[config.mk]
export PLATFORM = sky130hd
export DESIGN_NAME = pkt_offset_matcher
export DESIGN_NICKNAME = d
export VERILOG_FILES = /design/src/rtl/pom_pkg.sv /design/src/rtl/pom_delay_line.sv /design/src/rtl/pom_window_cmp.sv /design/src/rtl/pkt_offset_matcher.sv
export SDC_FILE = /design/constraint.sdc
export NUM_CORES = 2
export LEC_CHECK = 0
export BUFFER_PORTS_ARGS = -buffer_cell sky130_fd_sc_hd__buf_2
export CORE_MARGIN = 2
export CORE_UTILIZATION = 45
export CTS_CLUSTER_DIAMETER = 150
export DETAILED_ROUTE_END_ITERATION = 12
export SKIP_CTS_REPAIR_TIMING = 1
export SYNTH_ARGS = -nofsm -noshare
export SYNTH_HDL_FRONTEND = slang
export SYNTH_SLANG_ARGS = --single-unit
[constraint.sdc]
create_clock -name clk -period 1.8 [get_ports clk]
set_clock_uncertainty 0.15 [all_clocks]
set_input_delay 0.36 -clock clk [delete_from_list [all_inputs] [get_ports clk]]
set_output_delay 0.36 -clock clk [all_outputs]
set_load 0.01 [all_outputs]
[src/rtl/pom_pkg.sv]
// Shared beat type for the packet offset matcher.
// Assumes a fixed lane count of eight bytes per beat.
package pom_pkg;
    localparam int BEAT_BYTES = 8;
    localparam int BEAT_W     = BEAT_BYTES * 8;

    typedef struct packed {
        logic              vld;
        logic              sop;
        logic              eop;
        logic [BEAT_W-1:0] data;
    } beat_t;
endpackage

[src/rtl/pom_delay_line.sv]
// Delay chain of DEPTH beat slots that shifts only when adv is high.
// Slot DEPTH-1 takes the new beat; slot 0 holds the oldest one.
// Assumes the caller only needs every slot exposed, not a ready handshake.
module pom_delay_line
    import pom_pkg::*;
#(
    parameter int DEPTH = 16
) (
    input  logic                    clk,
    input  logic                    rst_n,
    input  logic                    adv,
    input  beat_t                   din,
    output beat_t [DEPTH-1:0]       taps
);
    beat_t [DEPTH-1:0] slot;

    for (genvar g = 0; g < DEPTH; g++) begin : g_slot
        if (g == DEPTH - 1) begin : g_head
            // Newest slot loads the incoming beat
            always_ff @(posedge clk) begin
                if (!rst_n)   slot[g] <= '0;
                else if (adv) slot[g] <= din;
            end
        end else begin : g_body
            // Older slots take their younger neighbour
            always_ff @(posedge clk) begin
                if (!rst_n)   slot[g] <= '0;
                else if (adv) slot[g] <= slot[g+1];
            end
        end
    end

    assign taps = slot;
endmodule

[src/rtl/pom_window_cmp.sv]
// Compares the byte string against the window whose slot 0 is a start beat.
// A hit needs every pattern byte equal and no end marker in the beats before
// the beat that holds the last pattern byte. Purely combinational.
module pom_window_cmp
    import pom_pkg::*;
#(
    parameter int                    DEPTH        = 16,
    parameter int                    OFFSET_BYTES = 21,
    parameter int                    PAT_LEN      = 6,
    parameter logic [8*PAT_LEN-1:0]  PATTERN      = 48'hA1B2C3D4E5F6
) (
    input  beat_t [DEPTH-1:0] win,
    output logic              hit
);
    localparam int LAST_BEAT = (OFFSET_BYTES + PAT_LEN - 1) / BEAT_BYTES;

    logic [PAT_LEN-1:0] byte_eq;
    logic [DEPTH-1:0]   cut;

    // One byte comparator per pattern byte, lane picked at build time
    for (genvar i = 0; i < PAT_LEN; i++) begin : g_byte
        localparam int P = OFFSET_BYTES + i;
        assign byte_eq[i] = (win[P / BEAT_BYTES].data[8*(P % BEAT_BYTES) +: 8]
                             == PATTERN[8*i +: 8]);
    end

    // Beats up to the last pattern beat must be present; earlier ones must not end the packet
    for (genvar j = 0; j < DEPTH; j++) begin : g_cut
        if (j < LAST_BEAT) begin : g_pre
            assign cut[j] = win[j].eop || !win[j].vld;
        end else if (j == LAST_BEAT) begin : g_last
            assign cut[j] = !win[j].vld;
        end else begin : g_after
            assign cut[j] = 1'b0;
        end
    end

    assign hit = win[0].vld && win[0].sop && (&byte_eq) && !(|cut);

    logic unused_win_bits;
    assign unused_win_bits = ^win;
endmodule

[src/rtl/pkt_offset_matcher.sv]
// Top of the packet offset matcher. Delays the stream by DEPTH accepted beats
// and tags each emitted start beat with the verdict for its packet.
// Assumes OFFSET_BYTES + PAT_LEN <= DEPTH * 8 and no backpressure downstream.
module pkt_offset_matcher
    import pom_pkg::*;
#(
    parameter int                    DEPTH        = 16,
    parameter int                    OFFSET_BYTES = 21,
    parameter int                    PAT_LEN      = 6,
    parameter logic [8*PAT_LEN-1:0]  PATTERN      = 48'hA1B2C3D4E5F6
) (
    input  logic                 clk,
    input  logic                 rst_n,
    input  logic                 in_valid,
    input  logic [BEAT_W-1:0]    in_data,
    input  logic                 in_sop,
    input  logic                 in_eop,
    output logic                 out_valid,
    output logic [BEAT_W-1:0]    out_data,
    output logic                 out_sop,
    output logic                 out_eop,
    output logic                 out_match
);
    localparam int LAST_BEAT = (OFFSET_BYTES + PAT_LEN - 1) / BEAT_BYTES;
    localparam int CW        = $clog2(DEPTH + 2);

    beat_t             in_beat;
    beat_t [DEPTH-1:0] win;
    logic              hit;
    logic [CW-1:0]     fill_cnt;

    // Pack the input pins into one beat record
    always_comb begin
        in_beat.vld  = in_valid;
        in_beat.sop  = in_sop;
        in_beat.eop  = in_eop;
        in_beat.data = in_data;
    end

    pom_delay_line #(.DEPTH(DEPTH)) u_line (
        .clk  (clk),
        .rst_n(rst_n),
        .adv  (in_valid),
        .din  (in_beat),
        .taps (win)
    );

    pom_window_cmp #(
        .DEPTH       (DEPTH),
        .OFFSET_BYTES(OFFSET_BYTES),
        .PAT_LEN     (PAT_LEN),
        .PATTERN     (PATTERN)
    ) u_cmp (
        .win(win),
        .hit(hit)
    );

    // Emit the oldest slot as it is pushed out by a new beat
    always_ff @(posedge clk) begin
        if (!rst_n) begin
            out_valid <= 1'b0;
            out_data  <= '0;
            out_sop   <= 1'b0;
            out_eop   <= 1'b0;
            out_match <= 1'b0;
        end else begin
            out_valid <= in_valid && win[0].vld;
            out_match <= in_valid && hit;
            if (in_valid) begin
                out_data <= win[0].data;
                out_sop  <= win[0].sop;
                out_eop  <= win[0].eop;
            end
        end
    end

    // Saturating count of accepted beats, used only to check output timing
    always_ff @(posedge clk) begin
        if (!rst_n)                                  fill_cnt <= '0;
        else if (in_valid && fill_cnt != CW'(DEPTH + 1)) fill_cnt <= fill_cnt + 1'b1;
    end


    match_on_sop_chk: assert property (@(posedge clk) disable iff (!rst_n)
        out_match |-> (out_valid && out_sop));


    idle_hold_chk: assert property (@(posedge clk) disable iff (!rst_n)
        !in_valid |=> (!out_valid && $stable(out_data)));


    latency_fill_chk: assert property (@(posedge clk) disable iff (!rst_n)
        out_valid |-> (fill_cnt == CW'(DEPTH + 1)));

    if (LAST_BEAT > 0) begin : g_eop_chk

        short_pkt_chk: assert property (@(posedge clk) disable iff (!rst_n)
            out_match |-> !out_eop);
    end
endmodule

Yosys cells after proc, flatten, opt, wreduce, memory -nomap -nowiden

Cells that the tools add are included.

Flip-flop bits (word level): 1140
Latch bits: 0
RAM bits: 0
Bits in read-only memories: 0
Input bits: 69
Word-level logic and storage cells: 90
Memories kept: 0

Add/subtract/negate cells: 0
Multipliers: 0
Divide/modulo/power cells: 0
Order comparisons: 0
Eq/ne operators: 6
Shift-type cells: 0
Muxes and demuxes: 0
Bitwise gates (word level): 0
Reductions and logical operators: 15

Operators with widths:

| cell                                       | count |
|---|---|
| 8-bit equality test, second input constant | 6 |
| 6-bit AND reduction                        | 1 |
| 1-bit logical AND                          | 5 |
| 1-bit zero test                            | 5 |
| 4-bit OR reduction                         | 1 |
| 1-bit logical OR                           | 3 |

Longest topological paths before layout

Depth in word-level cells: 6
Gate-level depth with buffers: 6

Modules after synthesis

Synthesis repeated with hierarchy kept, for this count alone.

Cells, all modules: 3690
Area total of the unflattened synthesis: 42778.5 µm²

Modules (own cells, without submodules):

| module             | instances | cells each | area each (µm²) | seq. area each (µm²) |
|---|---|---|---|---|
| pom_delay_line     | 1         | 3454       | 40035.9         | 21460.6 |
| pkt_offset_matcher | 1         | 217        | 2565.0          | 1361.3 |
| pom_window_cmp     | 1         | 19         | 177.7           | 0.0 |

Worst setup path before layout

OpenSTA, ideal clock, no wires.

Path kind: input-to-reg
Start: input in_valid
End: register u_line.slot, in the netlist u_line.taps[469]
Setup time: 0.116 ns
Arrival: 1.273 ns
Required time: 1.534 ns
Slack: 0.261 ns
Stages: 6
Cells stage by stage: buf_2 buf_4 buf_2 buf_2 mux2i_1 nor2b_1

RTL lines:

| element                       | line                     | source |
|---|---|---|
| start, declared               | pkt_offset_matcher.sv:14 | `input logic in_valid,` |
| end signal, assigned by index | pom_delay_line.sv:28     | `else if (adv) slot[g] <= slot[g+1];` |
| end, declared                 | pom_delay_line.sv:15     | `beat_t [DEPTH-1:0] slot;` |

Worst setup path in the final report

Start: register out_data[32]
End: output out_data[32]

RTL lines:

| element                | line                     | source |
|---|---|---|
| start, declared        | pkt_offset_matcher.sv:19 | `output logic [BEAT_W-1:0] out_data,` |
| start signal, assigned | pkt_offset_matcher.sv:70 | `out_data <= win[0].data;` |

No word-level cell between the ends.

==> flow_metrics.tcl <==
set metrics [dict create \
    synth_cell_type_count 16 \
    worstSkewPairLatency_ps 660 \
    cts_tree "done" \
    core_area_sq_mm 0.0946 \
    finalMaxSlewViolations 0 \
    required_ps 1290 \
    p_sw_share_pct 20.9 \
    antenna_left 0 \
    vias 23832 \
    io_buffers 136 \
    relSlewSlack_pct 64.9 \
    design_area_sq_mm 0.0500 \
    critical_path.top_delay_family "flip-flops" \
    crit_path_end_kind "primary output" \
    synth_top_area_cell "dfxtp_1" \
    drt_wl_total_mm 72.2 \
    area_growth_pct 16.9 \
    total_power_mw 52.1 \
    via_per_inst 4.54 \
    drc 0 \
    max_stage_delay_ps 380 \
    initial_core_util_pct 45.2 \
    worst-setup-path-type "flip-flop to primary output" \
    ys_ff_latch 1140 \
    first_global_vias 21982 \
    tightest_slew_ps 520 \
    r2r-end "out_match$_SDFF_PN0_" \
    die_x_microns 312 \
    syn-cell-area_sq_mm 0.0428 \
    yosysWarnings 0 \
    startpoint_type "flip-flop" \
    final_layout_size_suffix_gt1_share_pct 11.3 \
    track_usage_pct 14.5 \
    maxCapViolCount 0 \
    p_per_area_mw_per_mm2 1040 \
    yosysSeqAreaShare_pct 53.4 \
    grt_pass1_wl_mm 121 \
    critPathSlowestCell "dfxtp_1" \
    drt-initial-drc-count 1204 \
    die_h_microns 312 \
    nFillCells 8298 \
    rsz0062_at_grt "false" \
    yosys.area.top_type_share_pct 53.4 \
    fp-row-count 113 \
    p_leak_nw 20.5 \
    setup_ws_ps 70.4 \
    dp_cells 4960 \
    layout_common_cells "mux2i_1 (1137), nor2b_1 (1137), dfxtp_1 (1137)" \
    antenna_found_initial 0 \
    p_sw_mw 10.9 \
    hold_class "flip-flop to flip-flop" \
    fin_util_pct 52.9 \
    ir_drop_uv 818 \
    synthTopCellsByArea "dfxtp_1 (53%), mux2i_1 (27%), nor2b_1 (17%)" \
    dp_hpwl_mm 46.0 \
    path_depth 1 \
    r2r-start "u_line.taps[222]$_SDFFE_PN0P_" \
    dp_worst_setup_slack_ps 147 \
    tns_ps 0 \
    pwr-share-seq_pct 49.0 \
    final.min_clock_period_ps 1730 \
    fin_cells 5244 \
    path_max_fanout 2 \
    critical_path.endpoint "out_data[32]" \
    num-nets-final 3954 \
    cp.arrival_ps 1220 \
    cts_buffers 120 \
    crit_buf_inv 1 \
    cp-startpoint "out_data[32]$_SDFFE_PN0P_" \
    hold_slack_ps 307 \
    reg2regPathDepth 4 \
    gr-total-overflow 0 \
    rrSetupSlack_ps 210 \
    max_freq_mhz 578 \
    clock-sinks 1140 \
    clk_path_buf_depth 3 \
    cts-root-buf "clkbuf_16" \
    p_clk_share_pct 46.1 \
    postSynthAreaPerCell_sq_um 11.6 \
    gp_congestion 0.685 \
    finalCritPeriodShare_pct 96.1 \
    comb_power_share_pct 4.9 \
    status "finished, final reports clean" \
    clk_pin_slew_ps 60 \
    syn_nets 3758 \
    hold_viol 0 \
    h-tree-depth 3 \
    setup_violations 0 \
    path_cells "buf_2" \
    io_pins 137 \
    p_int_mw 41.2 \
    die_area_sq_mm 0.0975 \
    dr.pass1.iters 4 \
    grt_max_degree 153 \
    wl_per_cell_microns 13.8 \
    postSynthCellCount 3689 \
    placed_area_sq_mm 0.0454 \
]
-- metal layers --
layer  share of wire (%)  vias to the layer above  GRT usage (%)
met2                  35                      279           18.1
li1                    -                    12804              -
met4                 1.8                        0           4.22
met1                  60                    10648           24.4
met3                 3.6                      101           2.73
met5                   0                        -              0
-- registers in the layout, summed over array words and instances, names as in the netlist --
name / count
out_data: 64
out_eop: 1
out_match: 1
out_sop: 1
out_valid: 1
u_line.taps: 1072
-- logic make-up after synthesis --
| group | share of synthesized area, % |
|---|---|
| AND/OR/NAND/NOR | 17.0 |
| multiplexers | 26.6 |
| flip-flops | 53.4 |
| AO/OA/AOI/OAI | 0.0176 |
| buffers and inverters | 2.96 |
-- synthesized netlist by cell type --
| library cell | instances |
|---|---|
| and4b_1 | 3 |
| mux2i_1 | 1137 |
| and3_1 | 1 |
| nor2_1 | 1 |
| nor2b_1 | 1137 |
| dfxtp_1 | 1140 |
| o21a_1 | 1 |
| nor4bb_1 | 7 |
| nor4_1 | 1 |
| and4_1 | 1 |
| clkbuf_1 | 119 |
| nand4_1 | 4 |
| buf_4 | 54 |
| buf_2 | 80 |
| nor4b_1 | 2 |
| buf_6 | 1 |
-- cell type report --
type	count	area (sq um)	share of cell area, %
Timing Repair Buffer	328	3000	5.99
Antenna cell	1	2.50	0.00500
Clock buffer	187	3700	7.40
Clock inverter	28	223	0.445
Tap cell	1265	1580	3.17
Sequential cell	1140	22800	45.7
Multi-Input combinational cell	2295	18700	37.3
-- worst min-delay path by stage --
stage | cells past startpoint | endpoint | start | slack [ps]
final | 1 | u_line.taps[1071]$_SDFFE_PN0P_ | u_line.taps[1071]$_SDFFE_PN0P_ | 310
after global routing | 4 | u_line.taps[1017]$_SDFFE_PN0P_ | in_data[12] | 320
after CTS | 3 | u_line.taps[1017]$_SDFFE_PN0P_ | in_data[12] | -260
after detailed placement | 1 | u_line.taps[1071]$_SDFFE_PN0P_ | u_line.taps[1071]$_SDFFE_PN0P_ | 300
after global placement | 1 | u_line.taps[1071]$_SDFFE_PN0P_ | u_line.taps[1071]$_SDFFE_PN0P_ | 280
after floorplan | 1 | u_line.taps[1071]$_SDFFE_PN0P_ | u_line.taps[1071]$_SDFFE_PN0P_ | 280
-- power by group through the flow --
stage	registers, mW	clock network [mW]	logic [mW]
after floorplan	26.0	0	1.89
after global placement	26.1	0	2.48
after detailed placement	26.1	0	2.48
after CTS	25.5	24.9	2.49
after global routing	25.5	25.9	2.75
final	25.5	24.0	2.57
Power figures use the tool's default switching activity.
